<file path="src/rtl/useq_pkg.sv">
package useq_pkg;
  localparam int unsigned MIP_W      = 6;
  localparam int unsigned DATA_W     = 8;
  localparam int unsigned OP_W       = 8;
  localparam int unsigned CMD_W      = 4;
  localparam int unsigned ROM_DEPTH  = 1 << MIP_W;
  localparam int unsigned OP_CNT     = 1 << OP_W;
  localparam int unsigned RTN_BASE   = 16;
  localparam int unsigned RTN_STRIDE = 4;
  localparam int unsigned RTN_CNT    = 8;

  localparam logic [MIP_W-1:0] FETCH_VEC = MIP_W'(0);
  localparam logic [MIP_W-1:0] IRQ_VEC   = MIP_W'(8);
  localparam logic [MIP_W-1:0] HALT_VEC  = MIP_W'(60);

  localparam logic [CMD_W-1:0] ALU_NOP = CMD_W'(0);
  localparam logic [CMD_W-1:0] ALU_ADD = CMD_W'(1);
  localparam logic [CMD_W-1:0] ALU_SUB = CMD_W'(2);
  localparam logic [CMD_W-1:0] ALU_AND = CMD_W'(3);

  typedef enum logic [1:0] {NA_SEQ, NA_MAP, NA_VEC, NA_RSV} nxt_mode_e;
  typedef enum logic [2:0] {JC_NEVER, JC_NEG, JC_OVF, JC_ZER,
                            JC_POS, JC_NOVF, JC_NZER, JC_RSV} jcrit_e;

  typedef struct packed {
    logic              halt;
    logic              clr_irq;
    logic              aff;
    logic [CMD_W-1:0]  alu;
    logic              imm_en;
    logic [DATA_W-1:0] imm;
    jcrit_e            crit;
    nxt_mode_e         mode;
  } uword_t;

  function automatic uword_t ucode_word(int unsigned a);
    uword_t w;
    int unsigned k, slot;
    w = '0;
    w.mode = NA_VEC;
    if (a == 0) begin
      w.mode = NA_SEQ; w.imm_en = 1'b1; w.imm = DATA_W'(8'h11);
    end else if (a == 1) begin
      w.mode = NA_MAP;
    end else if (a == int'(IRQ_VEC)) begin
      w.mode = NA_SEQ; w.clr_irq = 1'b1; w.imm_en = 1'b1; w.imm = DATA_W'(8'hA5);
    end else if (a == int'(HALT_VEC)) begin
      w.mode = NA_SEQ; w.halt = 1'b1;
    end else if (a >= RTN_BASE && a < RTN_BASE + RTN_STRIDE * RTN_CNT) begin
      k    = (a - RTN_BASE) / RTN_STRIDE;
      slot = (a - RTN_BASE) % RTN_STRIDE;
      if (slot == 0) begin
        w.mode = NA_SEQ;
        if (k == RTN_CNT - 1) begin
          w.alu = ALU_ADD; w.aff = 1'b1; w.imm = DATA_W'(8'h02);
        end else begin
          w.crit   = jcrit_e'(3'(k));
          w.imm_en = 1'b1;
          w.imm    = (k == 6) ? DATA_W'(8'h18) : DATA_W'(8'h02);
        end
      end else if (slot == 1) begin
        if (k == RTN_CNT - 1) w.clr_irq = 1'b1;
        else                  w.alu = ALU_SUB;
      end else if (slot == 2) begin
        w.alu = ALU_AND; w.aff = 1'b1;
      end
    end
    return w;
  endfunction

  function automatic logic [MIP_W-1:0] op_entry(int unsigned op);
    if (((op >> (OP_W - 2)) & 3) == 3) return HALT_VEC;
    return MIP_W'(RTN_BASE + RTN_STRIDE * (op % RTN_CNT));
  endfunction
endpackage

</file>
<file path="src/rtl/useq_rom.sv">
module useq_rom
  import useq_pkg::*;
(
  input  logic [MIP_W-1:0] addr_i,
  output uword_t           word_o
);
  uword_t rom [ROM_DEPTH];

  for (genvar a = 0; a < ROM_DEPTH; a++) begin : g_rom
    assign rom[a] = ucode_word(a);
  end

  assign word_o = rom[addr_i];
endmodule

</file>
<file path="src/rtl/useq_decode.sv">
module useq_decode
  import useq_pkg::*;
(
  input  logic [OP_W-1:0]  op_i,
  output logic [MIP_W-1:0] entry_o
);
  logic [MIP_W-1:0] map [OP_CNT];

  for (genvar o = 0; o < OP_CNT; o++) begin : g_map
    assign map[o] = op_entry(o);
  end

  assign entry_o = map[op_i];
endmodule

</file>
<file path="src/rtl/useq_cond.sv">
module useq_cond
  import useq_pkg::*;
(
  input  jcrit_e crit_i,
  input  logic   sign_i,
  input  logic   ovf_i,
  input  logic   zero_i,
  output logic   taken_o
);
  always_comb begin
    case (crit_i)
      JC_NEG:  taken_o = sign_i;
      JC_OVF:  taken_o = ovf_i;
      JC_ZER:  taken_o = zero_i;
      JC_POS:  taken_o = !sign_i;
      JC_NOVF: taken_o = !ovf_i;
      JC_NZER: taken_o = !zero_i;
      default: taken_o = 1'b0;
    endcase
  end
endmodule

</file>
<file path="src/rtl/useq_sequencer.sv">
module useq_sequencer
  import useq_pkg::*;
(
  input  logic              clk_i,
  input  logic              rst_ni,
  input  logic [OP_W-1:0]   ir_i,
  input  logic              flag_sign_i,
  input  logic              flag_ovf_i,
  input  logic              flag_zero_i,
  input  logic              irq_en_i,
  input  logic              irq_pend_i,
  input  logic [DATA_W-1:0] src_data_i,
  output logic [MIP_W-1:0]  mip_o,
  output logic [CMD_W-1:0]  alu_cmd_o,
  output logic              res_we_o,
  output logic              flag_we_o,
  output logic              irq_clr_o,
  output logic [DATA_W-1:0] bus_o,
  output logic              halt_o
);
  logic [MIP_W-1:0] mip_q, mip_d, map_addr;
  logic             halted_q, taken, active;
  uword_t           uw;

  useq_rom u_rom (.addr_i(mip_q), .word_o(uw));

  useq_decode u_decode (.op_i(ir_i), .entry_o(map_addr));

  useq_cond u_cond (
    .crit_i (uw.crit),
    .sign_i (flag_sign_i),
    .ovf_i  (flag_ovf_i),
    .zero_i (flag_zero_i),
    .taken_o(taken)
  );

  // halt word itself performs no action
  assign active = !(halted_q || uw.halt);

  always_comb begin
    case (uw.mode)
      NA_MAP:  mip_d = map_addr;
      NA_VEC:  mip_d = (irq_en_i && irq_pend_i) ? IRQ_VEC : FETCH_VEC;
      default: mip_d = mip_q + (taken ? MIP_W'(uw.imm) : MIP_W'(1));
    endcase
  end

  always_ff @(posedge clk_i or negedge rst_ni) begin
    if (!rst_ni) begin
      mip_q    <= '0;
      halted_q <= 1'b0;
    end else begin
      if (uw.halt) halted_q <= 1'b1;
      if (active)  mip_q    <= mip_d;
    end
  end

  assign mip_o     = mip_q;
  assign halt_o    = !active;
  assign alu_cmd_o = active ? uw.alu : ALU_NOP;
  assign res_we_o  = active && (uw.alu != ALU_NOP);
  assign flag_we_o = res_we_o && uw.aff;
  assign irq_clr_o = active && uw.clr_irq;
  assign bus_o     = uw.imm_en ? uw.imm : src_data_i;

  AST_SEQ_STEP: assert property (@(posedge clk_i) disable iff (!rst_ni)
    (active && uw.mode == NA_SEQ && !taken) |=> (mip_q == $past(mip_q) + MIP_W'(1)));
  AST_NEVER_JUMP: assert property (@(posedge clk_i) disable iff (!rst_ni)
    (uw.crit == JC_NEVER) |-> !taken);
  AST_MAP_HALT: assert property (@(posedge clk_i) disable iff (!rst_ni)
    (active && uw.mode == NA_MAP && ir_i[OP_W-1 -: 2] == 2'b11) |=> halt_o);
  AST_VEC_TARGET: assert property (@(posedge clk_i) disable iff (!rst_ni)
    (active && uw.mode == NA_VEC) |=> (mip_q == FETCH_VEC || mip_q == IRQ_VEC));
  AST_HALT_HOLD: assert property (@(posedge clk_i) disable iff (!rst_ni)
    halt_o |=> (halt_o && $stable(mip_q)));
  AST_HALT_QUIET: assert property (@(posedge clk_i) disable iff (!rst_ni)
    halt_o |-> !(res_we_o || flag_we_o || irq_clr_o));
endmodule

</file>
<file path="config.mk">
export PLATFORM = sky130hd
export DESIGN_NAME = useq_sequencer
export DESIGN_NICKNAME = d
export VERILOG_FILES = /design/src/rtl/useq_pkg.sv /design/src/rtl/useq_rom.sv /design/src/rtl/useq_decode.sv /design/src/rtl/useq_cond.sv /design/src/rtl/useq_sequencer.sv
export SDC_FILE = /design/constraint.sdc
export NUM_CORES = 1
export LEC_CHECK = 0
export CORE_ASPECT_RATIO = 1.1
export CORE_MARGIN = 5
export CORE_UTILIZATION = 47
export CTS_CLUSTER_DIAMETER = 30
export CTS_CLUSTER_SIZE = 12
export DETAILED_ROUTE_END_ITERATION = 12
export PLACE_DENSITY = 0.86
export SLEW_MARGIN = 10
export SYNTH_ARGS = -nofsm -noshare
export SYNTH_HDL_FRONTEND = slang
export SYNTH_SLANG_ARGS = --single-unit
export TNS_END_PERCENT = 30
</file>
<file path="constraint.sdc">
create_clock -name clk_i -period 7.3 [get_ports clk_i]
set_input_delay 2.19 -clock clk_i [delete_from_list [all_inputs] [get_ports clk_i]]
set_output_delay 2.19 -clock clk_i [all_outputs]
set_load 0.05 [all_outputs]
</file>
==> results of run 1 <==
routing by layer:
metal	part of all wire (%)	vias up	wire, µm	GRT usage [%]
met2	52	43	1690	38.4
met1	40	597	1290	19.4
met4	2.1	0	68	6.78
met5	0	-	0	0
met3	6.2	8	202	4.40
li1	-	633	-	-
worst reg2reg max path, delay by kind of cell, from the launching register on:
kind | cells | cell delay, ns
compound gates | 7 | 1.52
buf+inv | 1 | 0.16
fa+ha+maj | 3 | 1.24
xor+xnor | 1 | 0.08
flops | 1 | 0.46
simple gates | 1 | 0.18
worst paths after layout:
check,end
worst max-delay path,bus_o[3]
worst min-delay path,mip_o[4]
worst max register to register,mip_o[4]
worst min register to register,mip_o[4]
max in group asynchronous,halted_q
min in group asynchronous,mip_o[1]
Yosys cell counts, types with 4 or more instances:
library cell / instances
nand2_1: 27
a21oi_1: 19
o21ai_0: 14
nor2_1: 13
ha_1: 11
dfrtp_1: 7
inv_1: 7
buf_2: 5
clkbuf_1: 5
nand2b_1: 4
nand3_1: 4
report_power, final:
| group | switching [mW] | leakage [nW] | total (mW) | internal (mW) |
|---|---|---|---|---|
| sequential | 0.0454 | 0.0931 | 0.0977 | 0.0523 |
| combinational | 0.341 | 0.571 | 0.535 | 0.194 |
| clock | 0.0132 | 0.0150 | 0.0340 | 0.0208 |
cell type report:
cell class | instances | area [µm²] | area share [%]
Clock buffer | 4 | 26.3 | 1.73
Inverter | 7 | 26.3 | 1.73
Multi-Input combinational cell | 136 | 865 | 56.9
Sequential cell | 7 | 175 | 11.5
Tap cell | 30 | 37.5 | 2.47
Timing Repair Buffer | 39 | 390 | 25.7
flip-flops by register name (all words and copies together), names as in the netlist:
register	count
mip_o	6
halted_q	1
cells by family (layout without fill, tap and decap cells):
group	count (synthesis)	after routing	share of synthesized area [%]
compound gates	54	54	30.8
xor+xnor	2	2	1.56
fa+ha+maj	12	12	14.0
buf+inv	20	50	8.23
flops	7	7	15.6
other cells	1	3	0.333
simple gates	65	65	29.5
stage by stage:
| step | setup WS [ns] | util (%) | instances | power (mW) | hold WS (ns) |
|---|---|---|---|---|---|
| after detailed placement | 1.27 | 65.7 | 219 | 0.631 | 0.634 |
| after global routing | 1.17 | 66.8 | 223 | 0.717 | 0.684 |
| after CTS | 1.26 | 66.8 | 223 | 0.669 | 0.647 |
| after floorplan | 1.66 | - | 163 | 0.478 | 0.563 |
| after global placement | 1.27 | 65.7 | 219 | 0.619 | 0.580 |
| final | 1.27 | 66.8 | 223 | 0.666 | 0.638 |
==> results.toml, run 1 <==
[synthesis]
synthArstFlopShare_pct = 100
synth_top_area_share_pct = 15.6
synthCells = 161
seq_area_frac_synth_pct = 15.6
ys_types = 44
synth_area_leader_cell = "dfrtp_1"
synth-seq-cells = 7
synth_ff_type = "dfrtp_1"
syn-cell-area_mm2 = 0.00112
synth.area.top_cells = "dfrtp_1 16%, ha_1 12%, nand2_1 9.0%, a21oi_1 8.5%, o21ai_0 6.2%"
postSynthAreaPerCell_um2 = 6.99
yosysWarnings = 0
synth_edf_count = 0

[worst_setup_path]
critPathLaunchType = "input port"
worst-path-buf-inv = 2
reg2reg_depth = 13
cp.required_ns = 5.11
rrSetupSlack_ns = 3.53
cp_cell_sequence = "clkdlybuf4s50_1, nand3_1, o31a_1, o21ai_0, clkdlybuf4s50_1"
critPathSlowestCell = "clkdlybuf4s50_1"
timing.rr.start = "mip_o[1]"
critPathTopFamily = "buffers and inverters"
worstSetupPathType = "in2out"
critical-path-max-stage-delay_ns = 0.83
end_kind = "output pin"
cp.depth = 5
cp_data_arrival_time_ns = 3.84
startpoint = "src_data_i[3]"
cp_max_fo = 2
cpMostUsedCell = "clkdlybuf4s50_1"

[clocking]
cts_max_path_buffers = 2
clock-sinks = 7
clk_pin_slew_worst_paths_ns = 0.05
hold_buffers = 0
post_cts_resized = 0
root_buffer = "clkbuf_4"
cts_tree = "done"
h-tree-depth = 1
clock_latency_ns = 0.25
cts_made_buffers = 3
cts_setup_buffers = 0

[timing]
relSlewSlack_pct = 54.1
slew_violations = 0
finalSetupViolations = 0
fin_skew_ns = 0.00268
hold_viol_final = 0
setup_tns_ns = 0
rsz0062_at_grt = "false"
min_period_ns = 6.03
clock.fmax_mhz = 166
worst-slew-pin-transition_ns = 0.688
period_share_pct = 82.6

[route]
drt_iter0_drc = 38
drt_wl_total_um = 3250
via_count = 1281
viasPerCell = 5.74
wl_per_cell_um = 14.6
drtPass1Iterations = 4
antenna_left = 0
drc = 0

[global_route]
grt_pass1_wl_um = 5230
track_usage_pct = 19.1
grt_antenna_before_repair = 0
grt_pass1_vias = 1200
grt_max_degree = 24
grt-ovfl-total = 0

[floorplanning]
dieArea_mm2 = 0.00347
row_count = 18
die_w_um = 56.6
start_util_pct = 49.4
die_h_um = 61.3
coreArea_mm2 = 0.00227
io_pins = 45

[final_layout]
area_growth_pct = 35.2
final_cell_mix = "39 x clkdlybuf4s50_1, 27 x nand2_1, 19 x a21oi_1"
final_nets = 229
num_antenna_cells = 0
final_cell_area_mm2 = 0.00152
layout_commonest_cell = "clkdlybuf4s50_1"
layout-drive-gt1-share_pct = 3.63
fillers = 210

[place]
portBuffers = 39
placed_area_mm2 = 0.00149
hpwl_um = 2580
gp_congestion = 0.831

[power]
p_leak_nw = 0.679
powerDensity_mw_per_mm2 = 438
peakVddDrop_v = 0.000254

[run]
drv_cap = 0

[hold_path]
hold_depth = 1
min_from = "halted_q"
hold_path.class = "reg2reg"

[outcome]
run_status = "finished clean"
(Power assumes the default switching activity.)
==> inputs of run 2 (changes only) <==
- CORE_UTILIZATION: 47 -> 39
- PLACE_DENSITY: 0.86 -> 0.76
- clock period: 7.3 -> 5.1 ns (I/O delays scaled with it)
==> run 2 against run 1 <==
Via count is 2.8% lower. Design area is essentially flat. Combinational power grew 41%. Clock power up 46%.
==> results.toml, run 2 (same netlist as run 1, synthesis figures left out) <==
[power]
p_comb_share_pct = 79.9
powerDensity_mw_per_mm2 = 622
clockPowerShare_pct = 5.2
peakVddDrop_v = 0.000429
p_leak_nw = 0.680
p_int_uw = 382
seqPwrFrac_pct = 14.9
sw_frac_of_total_pct = 59.6
p_switching_uw = 564

[clocking]
h-tree-depth = 1
clock_latency_ns = 0.24
post_cts_resized = 0
cts_setup_buffers = 0
cts_max_path_buffers = 2
cts_made_buffers = 3
root_buffer = "clkbuf_4"
hold_buffers = 0
clock-sinks = 7
cts_tree = "done"
clk_pin_slew_worst_paths_ns = 0.05

[final_layout]
layoutNonFillerInstCount = 226
final_cell_mix = "38 x clkdlybuf4s50_1, 27 x nand2_1, 19 x a21oi_1"
largest_reg_flops = 6
area_growth_pct = 35.3
final_nets = 229
fillers = 282
layout-drive-gt1-share_pct = 4.15
layout_commonest_cell = "clkdlybuf4s50_1"
num_antenna_cells = 0

[worst_setup_path]
startpoint = "src_data_i[1]"
timing.rr.start = "mip_o[1]"
cp_data_arrival_time_ns = 3.08
critPathLaunchType = "input port"
cp.required_ns = 3.57
cp_max_fo = 2
end_kind = "output pin"
worstSetupPathType = "in2out"

[floorplanning]
io_pins = 45
start_util_pct = 40.5
die_h_um = 66.3
die_w_um = 61.2
coreArea_mm2 = 0.00278
dieArea_mm2 = 0.00406
row_count = 20

[route]
wl_met2_um = 1610
drtPass1Iterations = 4
drc = 0
dr.max_layer_used = "met3"
wl_met3_um = 213
via_count = 1245
drt_iter0_drc = 53
wl_per_cell_um = 13.9
drt_wl_total_um = 3150
viasPerCell = 5.51
antenna_left = 0
wirelength_met1_um = 1330

[timing]
setup_tns_ns = 0
hold_viol_final = 0
relSlewSlack_pct = 54.8
slew_violations = 0
clock.fmax_mhz = 217
fin_skew_ns = 0.000804
min_period_ns = 4.61
rsz0062_at_grt = "false"
period_share_pct = 90.3
holdWs_ns = 0.633
worst-slew-pin-transition_ns = 0.678
finalSetupViolations = 0

[hold_path]
min_from = "mip_o[0]"
hold_path.class = "reg2reg"

[outcome]
run_status = "finished clean"

[global_route]
grt_pass1_vias = 1187
grt_max_degree = 24
track_usage_pct = 16.0
grt-ovfl-total = 0
grt_antenna_before_repair = 0
grt_pass1_wl_um = 5180

[run]
drv_cap = 0

[place]
portBuffers = 39
post-place-cells = 222
hpwl_um = 2470
gp_congestion = 0.857
## run 2: path summary, 6_finish.rpt
| path | to | slack, ns | cells past startpoint |
|---|---|---|---|
| setup / recovery | bus_o[1] | 0.49 | 4 |
| hold / removal | mip_o[0] | 0.63 | 2 |
| setup reg to reg | mip_o[4] | 1.33 | 13 |
| hold reg to reg | mip_o[0] | 0.63 | 2 |
| max in group asynchronous | mip_o[5] | 3.33 | 1 |
| min in group asynchronous | mip_o[4] | 1.54 | 1 |
## run 2: area by class of cell
type,count,area [µm²],area share [%]
Sequential cell,7,175,11.5
Multi-Input combinational cell,136,865,56.8
Clock buffer,4,26.3,1.73
Timing Repair Buffer,39,388,25.5
Inverter,7,26.3,1.73
Tap cell,33,41.3,2.71
## run 2: power groups by stage
stage | combinational [mW] | sequential (mW) | clock, mW
floorplan | 0.529 | 0.155 | 0
global placement | 0.743 | 0.139 | 0
detailed placement | 0.758 | 0.141 | 0
CTS | 0.761 | 0.140 | 0.0512
global route | 0.824 | 0.148 | 0.0534
finish | 0.756 | 0.141 | 0.0497
## run 2: per-stage QoR
stage	util [%]	instance area [µm²]	total power, mW	setup WS, ns
floorplan	-	1130	0.684	0.780
detailed placement	53.8	1500	0.899	0.482
finish	54.8	1520	0.947	0.494
CTS	54.8	1520	0.952	0.481
global route	54.8	1520	1.03	0.433
global placement	53.8	1500	0.882	0.495
## run 2: layer usage
layer / vias up / GRT usage, %
met5: - / 0
met4: 0 / 2.44
met3: 0 / 3.32
met2: 35 / 27.9
met1: 580 / 20.0
li1: 630 / -
## run 2: worst max-delay path, stage by stage
cell and delay [ns]:
clkdlybuf4s50_1 0.48, a21oi_1 0.05, o221ai_1 0.19, clkdlybuf4s50_1 0.84
